`config.mk`:
```
export PLATFORM = sky130hd
export DESIGN_NAME = conv_start_gate
export DESIGN_NICKNAME = d
export VERILOG_FILES = /design/src/rtl/csg_pkg.sv /design/src/rtl/csg_result_lane.sv /design/src/rtl/csg_inj_seq.sv /design/src/rtl/conv_start_gate.sv
export SDC_FILE = /design/constraint.sdc
export NUM_CORES = 1
export LEC_CHECK = 0
export ABC_AREA = 1
export BUFFER_PORTS_ARGS = -buffer_cell sky130_fd_sc_hd__buf_2
export CORE_AREA = 2 2 39 41
export CTS_BUF_LIST = sky130_fd_sc_hd__clkbuf_4 sky130_fd_sc_hd__clkbuf_8
export CTS_CLUSTER_DIAMETER = 120
export DETAILED_ROUTE_END_ITERATION = 10
export DIE_AREA = 0 0 41 43
export PLACE_DENSITY_LB_ADDON = 0.3
export SLEW_MARGIN = 40
export SYNTH_ARGS = -nofsm -noshare
export SYNTH_HDL_FRONTEND = slang
export SYNTH_HIERARCHICAL = 1
export SYNTH_SLANG_ARGS = --single-unit
```
`constraint.sdc`:
```
create_clock -name clk -period 1.7 [get_ports clk]
set_clock_uncertainty 0.2 [all_clocks]
set_input_delay 0.255 -clock clk [delete_from_list [all_inputs] [get_ports clk]]
set_output_delay 0.255 -clock clk [all_outputs]
set_load 0.1 [all_outputs]
```
`src/rtl/csg_pkg.sv`:
```
package csg_pkg;
   localparam int NUM_LANES = 2;
   localparam int LANE_REG  = 0;
   localparam int LANE_INJ  = 1;

   typedef struct packed {
      logic inj_go;
      logic reg_go;
   } start_req_t;
endpackage

```
`src/rtl/csg_result_lane.sv`:
```
module csg_result_lane (
   input  logic clk,
   input  logic rst_n,
   input  logic auto_en,
   input  logic done_evt,
   input  logic clr_evt,
   output logic flag,
   output logic hold
);
   always_ff @(posedge clk or negedge rst_n) begin
      if (!rst_n) begin
         flag <= 1'b0;
         hold <= 1'b0;
      end else begin
         if (done_evt)     flag <= 1'b1;
         else if (clr_evt) flag <= 1'b0;

         if (!auto_en)     hold <= 1'b0;
         else if (done_evt) hold <= 1'b1;
         else if (clr_evt) hold <= 1'b0;
      end
   end

   a_r8_hold_closed: assert property (@(posedge clk) disable iff (!rst_n)
      !auto_en |=> !hold);
   a_r6_hold_needs_done: assert property (@(posedge clk) disable iff (!rst_n)
      $rose(hold) |-> $past(done_evt));
endmodule

```
`src/rtl/csg_inj_seq.sv`:
```
module csg_inj_seq #(
   parameter int LEN_W = 2
) (
   input  logic             clk,
   input  logic             rst_n,
   input  logic             seq_go,
   input  logic [LEN_W-1:0] len_in,
   input  logic             done_evt,
   output logic             in_seq,
   output logic             last_done,
   output logic             chain
);
   logic [LEN_W-1:0] cnt_q;
   logic [LEN_W-1:0] len_q;
   logic             at_last;

   assign at_last   = (cnt_q == len_q);
   assign last_done = done_evt & in_seq & at_last;
   assign chain     = done_evt & in_seq & ~at_last;

   always_ff @(posedge clk or negedge rst_n) begin
      if (!rst_n) begin
         in_seq <= 1'b0;
         cnt_q  <= '0;
         len_q  <= '0;
      end else if (seq_go) begin
         in_seq <= 1'b1;
         cnt_q  <= '0;
         len_q  <= len_in;
      end else if (last_done) begin
         in_seq <= 1'b0;
      end else if (chain) begin
         cnt_q  <= cnt_q + 1'b1;
      end
   end

   a_r4_count_bound: assert property (@(posedge clk) disable iff (!rst_n)
      in_seq |-> (cnt_q <= len_q));
   a_r4_no_go_inside: assert property (@(posedge clk) disable iff (!rst_n)
      in_seq |-> !seq_go);
endmodule

```
`src/rtl/conv_start_gate.sv`:
```
module conv_start_gate #(
   parameter int LEN_W = 2
) (
   input  logic             clk,
   input  logic             rst_n,
   input  logic             auto_dly_en,
   input  logic             reg_trig,
   input  logic             inj_trig,
   input  logic             dr_read,
   input  logic             eoc_clr,
   input  logic             eos_clr,
   input  logic             conv_done,
   input  logic [LEN_W-1:0] inj_len,
   output logic             reg_start,
   output logic             inj_start,
   output logic             busy,
   output logic             eoc_flag,
   output logic             eos_flag,
   output logic             reg_hold,
   output logic             inj_hold
);
   import csg_pkg::*;

   localparam int MAX_SEQ = 1 << LEN_W;

   if (LEN_W < 1 || LEN_W > 4) begin : g_bad_len
      $error("LEN_W must be 1..4 (sequence up to %0d)", MAX_SEQ);
   end

   start_req_t           req;
   logic                 done_ok;
   logic                 in_seq;
   logic                 last_done;
   logic                 chain;
   logic [NUM_LANES-1:0] lane_done;
   logic [NUM_LANES-1:0] lane_clr;
   logic [NUM_LANES-1:0] lane_flag;
   logic [NUM_LANES-1:0] lane_hold;
   logic                 idle;

   assign done_ok = conv_done & busy;
   assign idle    = ~busy & ~in_seq;

   always_comb begin
      req.inj_go = inj_trig & idle & ~(auto_dly_en & lane_hold[LANE_INJ]);
      req.reg_go = reg_trig & idle & ~(auto_dly_en & lane_hold[LANE_REG])
                   & ~req.inj_go;
   end

   assign lane_done[LANE_REG] = done_ok & ~in_seq;
   assign lane_clr[LANE_REG]  = dr_read | eoc_clr;
   assign lane_done[LANE_INJ] = last_done;
   assign lane_clr[LANE_INJ]  = eos_clr;

   for (genvar i = 0; i < NUM_LANES; i++) begin : g_lane
      csg_result_lane u_lane (
         .clk      (clk),
         .rst_n    (rst_n),
         .auto_en  (auto_dly_en),
         .done_evt (lane_done[i]),
         .clr_evt  (lane_clr[i]),
         .flag     (lane_flag[i]),
         .hold     (lane_hold[i])
      );
   end

   csg_inj_seq #(.LEN_W(LEN_W)) u_seq (
      .clk       (clk),
      .rst_n     (rst_n),
      .seq_go    (req.inj_go),
      .len_in    (inj_len),
      .done_evt  (done_ok),
      .in_seq    (in_seq),
      .last_done (last_done),
      .chain     (chain)
   );

   always_ff @(posedge clk or negedge rst_n) begin
      if (!rst_n) begin
         reg_start <= 1'b0;
         inj_start <= 1'b0;
         busy      <= 1'b0;
      end else begin
         reg_start <= req.reg_go;
         inj_start <= req.inj_go | chain;
         busy      <= (busy & ~done_ok) | req.reg_go | req.inj_go | chain;
      end
   end

   assign eoc_flag = lane_flag[LANE_REG];
   assign eos_flag = lane_flag[LANE_INJ];
   assign reg_hold = lane_hold[LANE_REG];
   assign inj_hold = lane_hold[LANE_INJ];

   a_r10_start_sets_busy: assert property (@(posedge clk) disable iff (!rst_n)
      (reg_start || inj_start) |-> busy);
   a_r10_busy_until_done: assert property (@(posedge clk) disable iff (!rst_n)
      (busy && !conv_done) |=> busy);
   a_r9_one_start: assert property (@(posedge clk) disable iff (!rst_n)
      !(reg_start && inj_start));
   a_r2_start_needs_trig: assert property (@(posedge clk) disable iff (!rst_n)
      reg_start |-> $past(reg_trig));
   a_r6_blocked_in_window: assert property (@(posedge clk) disable iff (!rst_n)
      reg_start |-> !$past(auto_dly_en && reg_hold));
   a_r5_eos_on_done: assert property (@(posedge clk) disable iff (!rst_n)
      $rose(eos_flag) |-> $past(conv_done && busy));
endmodule

```
# [Word-level counts from Yosys, hierarchy flattened]
# Cells that the tools add are included.
[classes] bitwise_logic=26 reduce_logical=5 addsub=1 n_eq_ne=4 muxes=11
[ops] cell="$and A1 B1 Y1" count=14
[ops] cell="$mux W1" count=8
[ops] cell="$reduce_bool A2 Y1" count=4
[ops] cell="$not A1 Y1" count=7
[ops] cell="$mux W2" count=3
[ops] cell="$ne A3 B1 Y1 const B" count=2
[ops] cell="$or A1 B1 Y1" count=5
[ops] cell="$add A2 B1 Y2 const B" count=1
[ops] cell="$eq A2 B2 Y1" count=1
[ops] cell="$ne A2 B1 Y1 const B" count=1
[ops] cell="$reduce_and A2 Y1" count=1
[totals] output_inout_bits=7 reg_bits=12

# [Depth between registers and ports, before layout]
[logic_depth] depth_word=9 ltp_mapped=8 mapped_depth_nobuf=8

# [Cells and area by module]
# The synthesis kept the hierarchy.
[by_module_without_submodules] mod="csg_inj_seq" cells_each=32 area_per_inst_um2=251.5 instances=1
[by_module_without_submodules] mod="csg_result_lane" cells_each=9 area_per_inst_um2=83.8 instances=2
[by_module_without_submodules] mod="conv_start_gate" cells_each=22 area_per_inst_um2=158.9 instances=1

# [Worst setup path after synthesis]
# No wires, ideal clock.
[synth_path] path_type="register to register" startpoint="reg busy" endpoint="reg u_seq.cnt_q[1]" path_stages_with_launch=8 t_arrival_ps=1477 setup_ps=118 setup_slack_ps=-95 path_buffers=0 cell_sequence="dfrtp_1 -> nand2_1 -> inv_1 -> nand2_1 -> inv_1 -> nand2_2 -> nand3_1 -> nand2_1"
[synth_via] elab_cells_between_ends=12 cone_classes="eq/ne: 1; mux: 1; bitwise: 8; reduce/logical: 2"
[synth_lines] element="from (decl)" line_no="conv_start_gate.sv:16" rtl="output logic busy,"
[synth_lines] element="from (signal assigned)" line_no="conv_start_gate.sv:86" rtl="busy <= (busy & ~done_ok) | req.reg_go | req.inj_go | chain;"
[synth_lines] element="$and A1 B1 Y1 (*)" line_no="conv_start_gate.sv:41" rtl="assign done_ok = conv_done & busy;"
[synth_lines] element="via done_ok" line_no="conv_start_gate.sv:31" rtl="logic done_ok;"
[synth_lines] element="$and A1 B1 Y1 (*)" line_no="csg_inj_seq.sv:18, csg_inj_seq.sv:19"
[synth_lines] element="$and A1 B1 Y1, on equally long branches" line_no="csg_inj_seq.sv:18, csg_inj_seq.sv:19"
[synth_lines] element="$ne A2 B1 Y1 (no line) / $reduce_bool A2 Y1 (equally long branches)"
[synth_lines] element="$reduce_and A2 Y1 (no line) (*)"
[synth_lines] element="to (signal assigned)" line_no="csg_inj_seq.sv:33" rtl="cnt_q <= cnt_q + 1'b1;"
[synth_lines] element="to (decl)" line_no="csg_inj_seq.sv:13" rtl="logic [LEN_W-1:0] cnt_q;"
# Mark *: on every way through the listed nets, which the timed path passes. The rest lies on a longest branch.
# A chain may end at the register's enable or synchronous reset.

# [Final worst setup path]
[layout_path] startpoint="reg g_lane[0].u_lane.hold" endpoint="out reg_hold"
[layout_lines] element="from (decl)" line_no="csg_result_lane.sv:8" rtl="output logic hold"
[layout_lines] element="from (signal assigned)" line_no="csg_result_lane.sv:13" rtl="hold <= 1'b0;"
[layout_lines] element="from (signal assigned)" line_no="csg_result_lane.sv:18" rtl="if (!auto_en) hold <= 1'b0;"
[layout_lines] element="from (signal assigned)" line_no="csg_result_lane.sv:19" rtl="else if (done_evt) hold <= 1'b1;"
[layout_lines] element="to (decl)" line_no="conv_start_gate.sv:19" rtl="output logic reg_hold,"
# No word-level cell between the ends.

==> report_table.html <==
<table>
<tr><th>Metric</th><th>Value</th></tr>
<tr><th colspan="2">Cells and area</th></tr>
<tr><td>Fraction of final layout cells sized beyond drive strength 1</td><td>37.89%</td></tr>
<tr><td>Nets@finish</td><td>108</td></tr>
<tr><td>Antenna Cells</td><td>0</td></tr>
<tr><td>Post-route insts no fill</td><td>111</td></tr>
<tr><td>Post-layout utilization of the core</td><td>53.35%</td></tr>
<tr><td>Most frequent cells in the layout</td><td>sky130_fd_sc_hd__nand2_1, sky130_fd_sc_hd__buf_2, sky130_fd_sc_hd__inv_1</td></tr>
<tr><td>Area delta synth-&gt;final</td><td>27.71%</td></tr>
<tr><td>Number of fill cells</td><td>150</td></tr>
<tr><td>Most frequent standard cell in the layout excluding fill and tap cells</td><td>sky130_fd_sc_hd__nand2_1</td></tr>
<tr><th colspan="2">STA</th></tr>
<tr><td>RSZ-0062 raised after global routing</td><td>no</td></tr>
<tr><td>Final worst slack</td><td>175.8 ps</td></tr>
<tr><td>Maximum achievable frequency</td><td>656.1 MHz</td></tr>
<tr><td>Post-route setup TNS</td><td>0 ps</td></tr>
<tr><td>Final Max Tran Viols</td><td>0</td></tr>
<tr><td>Shortest period the worst path allows</td><td>1524 ps</td></tr>
<tr><td>Setup violations, final</td><td>0</td></tr>
<tr><td>Worst relative slew slack</td><td>67.92%</td></tr>
<tr><td>Worst Tran Pin Value</td><td>484.6 ps</td></tr>
<tr><td>Final cycle utilization of the critical path</td><td>89.66%</td></tr>
<tr><td>Number of hold violations in the final report</td><td>0</td></tr>
<tr><th colspan="2">Routing</th></tr>
<tr><td>First-pass iteration count of the detailed router</td><td>4</td></tr>
<tr><td>Routed wire length</td><td>1029 um</td></tr>
<tr><td>Post-route ant nets</td><td>0</td></tr>
<tr><td>Number of violations reported at the end of detailed-routing iteration 0</td><td>1</td></tr>
<tr><td>Vias after detailed routing</td><td>492</td></tr>
<tr><td>Mean routed wirelength per cell</td><td>9.270 um</td></tr>
<tr><td>Vias per Instance</td><td>4.432</td></tr>
<tr><td>Remaining design rule violation count</td><td>0</td></tr>
<tr><th colspan="2">Clocking</th></tr>
<tr><td>Total number of clock tree sinks</td><td>12</td></tr>
<tr><td>TritonCTS Buffers</td><td>3</td></tr>
<tr><td>Clock latency reported for the late side of the worst-skew pair</td><td>260 ps</td></tr>
<tr><td>Post-cts repair resize count</td><td>0</td></tr>
<tr><td>Maximum clock path buffer count</td><td>2</td></tr>
<tr><td>CTS H-tree lvls</td><td>1</td></tr>
<tr><td>CTS clock-pin slew for the worst setup and hold paths</td><td>70 ps</td></tr>
<tr><td>Cell at the root of the clock tree</td><td>sky130_fd_sc_hd__clkbuf_4</td></tr>
<tr><td>Post CTS Setup Buffer Count</td><td>0</td></tr>
<tr><td>Clock tree from TritonCTS</td><td>yes</td></tr>
<tr><td>Cts hold-fix bufs</td><td>3</td></tr>
<tr><th colspan="2">Synthesis</th></tr>
<tr><td>Count of synthesis-stage warnings from yosys</td><td>6</td></tr>
<tr><td>Part of the Yosys area used for sequential elements</td><td>51.95%</td></tr>
<tr><td>Synthesized-area fraction occupied by xor and xnor cells</td><td>3.030%</td></tr>
<tr><td>Mapped Avg Cell Area</td><td>8.029 um2</td></tr>
<tr><td>Number of standard cells after synthesis</td><td>72</td></tr>
<tr><td>Biggest area contributors in the synthesized netlist</td><td>sky130_fd_sc_hd__dfrtp_1, sky130_fd_sc_hd__nand2_1, sky130_fd_sc_hd__inv_1</td></tr>
<tr><td>Combinational family with the most area after synthesis</td><td>simple AND/OR/NAND/NOR gates</td></tr>
<tr><td>Synthesized netlist net count</td><td>83</td></tr>
<tr><td>Cell accounting for the most synthesized area</td><td>sky130_fd_sc_hd__dfrtp_1</td></tr>
<tr><td>Yosys top cell area share</td><td>51.95%</td></tr>
<tr><td>Simple-Gate Fraction of Synth Area</td><td>30.52%</td></tr>
<tr><td>Multiplexer share of the synthesized area</td><td>0%</td></tr>
<tr><td>Synth Area in Compound Gates</td><td>4.762%</td></tr>
<tr><td>Seq cells post-synth</td><td>12</td></tr>
<tr><td>Post-synth cell types</td><td>15</td></tr>
<tr><td>Area share of fa/ha/maj cells after synthesis</td><td>0%</td></tr>
<tr><td>Netlist area before placement</td><td>578.1 um2</td></tr>
<tr><th colspan="2">Global routing</th></tr>
<tr><td>GRT Total Usage</td><td>14.98%</td></tr>
<tr><td>Largest net degree at the start of global routing</td><td>13</td></tr>
<tr><td>First-pass GRT wire length</td><td>1704 um</td></tr>
<tr><td>Overflow after GRT</td><td>0</td></tr>
<tr><td>Number of antenna violations at the first check in global routing</td><td>0</td></tr>
<tr><td>Via count of the first global-routing pass</td><td>436</td></tr>
<tr><th colspan="2">Floorplan</th></tr>
<tr><td>Number of placed I/O pins</td><td>18</td></tr>
<tr><td>Initial cell density of the core</td><td>41.77%</td></tr>
<tr><td>Die H</td><td>43 um</td></tr>
<tr><td>Area of the core</td><td>1384 um2</td></tr>
<tr><td>Num rows</td><td>14</td></tr>
<tr><td>Die footprint</td><td>1763 um2</td></tr>
<tr><td>Die extent in x</td><td>41 um</td></tr>
<tr><th colspan="2">Worst setup path</th></tr>
<tr><td>Critical-path top delay cell</td><td>sky130_fd_sc_hd__buf_2</td></tr>
<tr><td>Class of the most critical setup path</td><td>flip-flop to output pin</td></tr>
<tr><td>Biggest cell delay along the critical path</td><td>430 ps</td></tr>
<tr><td>Element type at the critical path start</td><td>flip-flop</td></tr>
<tr><td>Critical path endpoint category</td><td>output pin</td></tr>
<tr><td>Arrival time of data at the critical path endpoint</td><td>1070 ps</td></tr>
<tr><td>CP required</td><td>1240 ps</td></tr>
<tr><td>Buffers &amp; Inverters on Critical Path</td><td>1</td></tr>
<tr><td>Critical path, cell by cell</td><td>buf_2</td></tr>
<tr><td>Critical path peak fanout</td><td>3</td></tr>
<tr><td>Crit-path leading delay family</td><td>buffers and inverters</td></tr>
<tr><th colspan="2">Power</th></tr>
<tr><td>Leakage component of the power</td><td>0.4380 nW</td></tr>
<tr><td>VDD IR max</td><td>1.005 mV</td></tr>
<tr><td>Total power density per cell area</td><td>1818 nW/um2</td></tr>
<tr><td>Total power of the final layout</td><td>1.342 mW</td></tr>
<tr><th colspan="2">Place</th></tr>
<tr><td>Placement-stage worst setup slack</td><td>339.3 ps</td></tr>
<tr><td>Weighted congestion reported at the end of routability-driven placement</td><td>0.7423</td></tr>
<tr><td>Placed wire-length estimate</td><td>807.7 um</td></tr>
<tr><td>Count of port buffers added during placement</td><td>17</td></tr>
<tr><td>Placed instance count</td><td>105</td></tr>
<tr><th colspan="2">Run status</th></tr>
<tr><td>Result of the run</td><td>finished, final reports clean</td></tr>
<tr><th colspan="2">Job</th></tr>
<tr><td>Max cap viols</td><td>0</td></tr>
<tr><th colspan="2">Hold path</th></tr>
<tr><td>Class of the worst hold path</td><td>input port to flip-flop</td></tr>
</table>
synthesized netlist by cell type:
cell,count
sky130_fd_sc_hd__or2_2,1
sky130_fd_sc_hd__nor2_2,2
sky130_fd_sc_hd__xnor2_1,1
sky130_fd_sc_hd__a21oi_2,2
sky130_fd_sc_hd__inv_2,4
sky130_fd_sc_hd__nand4_1,2
sky130_fd_sc_hd__nand2_1,21
sky130_fd_sc_hd__nand3_1,2
sky130_fd_sc_hd__and2_1,1
sky130_fd_sc_hd__inv_1,11
sky130_fd_sc_hd__o21ai_0,2
sky130_fd_sc_hd__nor2_1,5
sky130_fd_sc_hd__xor2_1,1
sky130_fd_sc_hd__nand2_2,5
sky130_fd_sc_hd__dfrtp_1,12
tightest hold or removal path, cell delays in order:
cell	delay, ps
sky130_fd_sc_hd__buf_2	80
sky130_fd_sc_hd__inv_2	30
sky130_fd_sc_hd__nand2_2	50
sky130_fd_sc_hd__a21oi_2	40
per-layer routing:
layer	track usage (%)	part of all wire, %
met3	4.712	6.8
met2	22.19	47
met1	17.57	45
met5	0	0
met4	10.00	1.5
final timing paths:
kind,startpoint,to,slack (ps),depth (start not counted)
hold reg to reg,g_lane[0].u_lane/flag,g_lane[0].u_lane/flag,270,2
min in group asynchronous,rst_n,g_lane[0].u_lane/flag,190,2
setup reg to reg,busy,u_seq/cnt_q[0],330,6
max in group asynchronous,rst_n,g_lane[1].u_lane/hold,880,2
setup / recovery,g_lane[0].u_lane/hold,reg_hold,180,1
hold / removal,eos_clr,g_lane[1].u_lane/hold,20,4
per-stage QoR:
step	instance area [um2]	hold slack, ps
finish	738.2	24.65
global route	738.2	28.15
CTS	738.2	19.83
detailed placement	685.7	-53.03
global placement	685.7	-56.46
floorplan	580.6	-240.6
final cells by class:
type                    instances  area, um2  area share, %
inverters                      15      56.30          7.627
multi-input cells              45      221.5          30.00
repair buffers                 20      115.1          15.59
flip-flops and latches         12      302.8          41.02
well taps                      16      20.02          2.712
clock buffers                   3      22.52          3.051
flip-flops by register name, indices dropped and copies added (netlist names):
name and count:
u_seq/in_seq 1, inj_start 1, u_seq/cnt_q 2, reg_start 1, g_lane.u_lane/hold 2, busy 1, g_lane.u_lane/flag 2, u_seq/len_q 2
cells by family after synthesis:
kind of cell    after synthesis
flops                        12
compound gates                4
simple gates                 39
buf+inv                      15
xor+xnor                      2
report_power, final:
| part | leakage, nW | total, mW | internal [mW] | switching (mW) |
|---|---|---|---|---|
| sequential | 0.153 | 0.453 | 0.385 | 0.0678 |
| combinational | 0.271 | 0.723 | 0.156 | 0.567 |
| clock | 0.0138 | 0.166 | 0.0818 | 0.0842 |
| total | 0.438 | 1.34 | 0.623 | 0.719 |
Power figures use the tool's default switching activity.
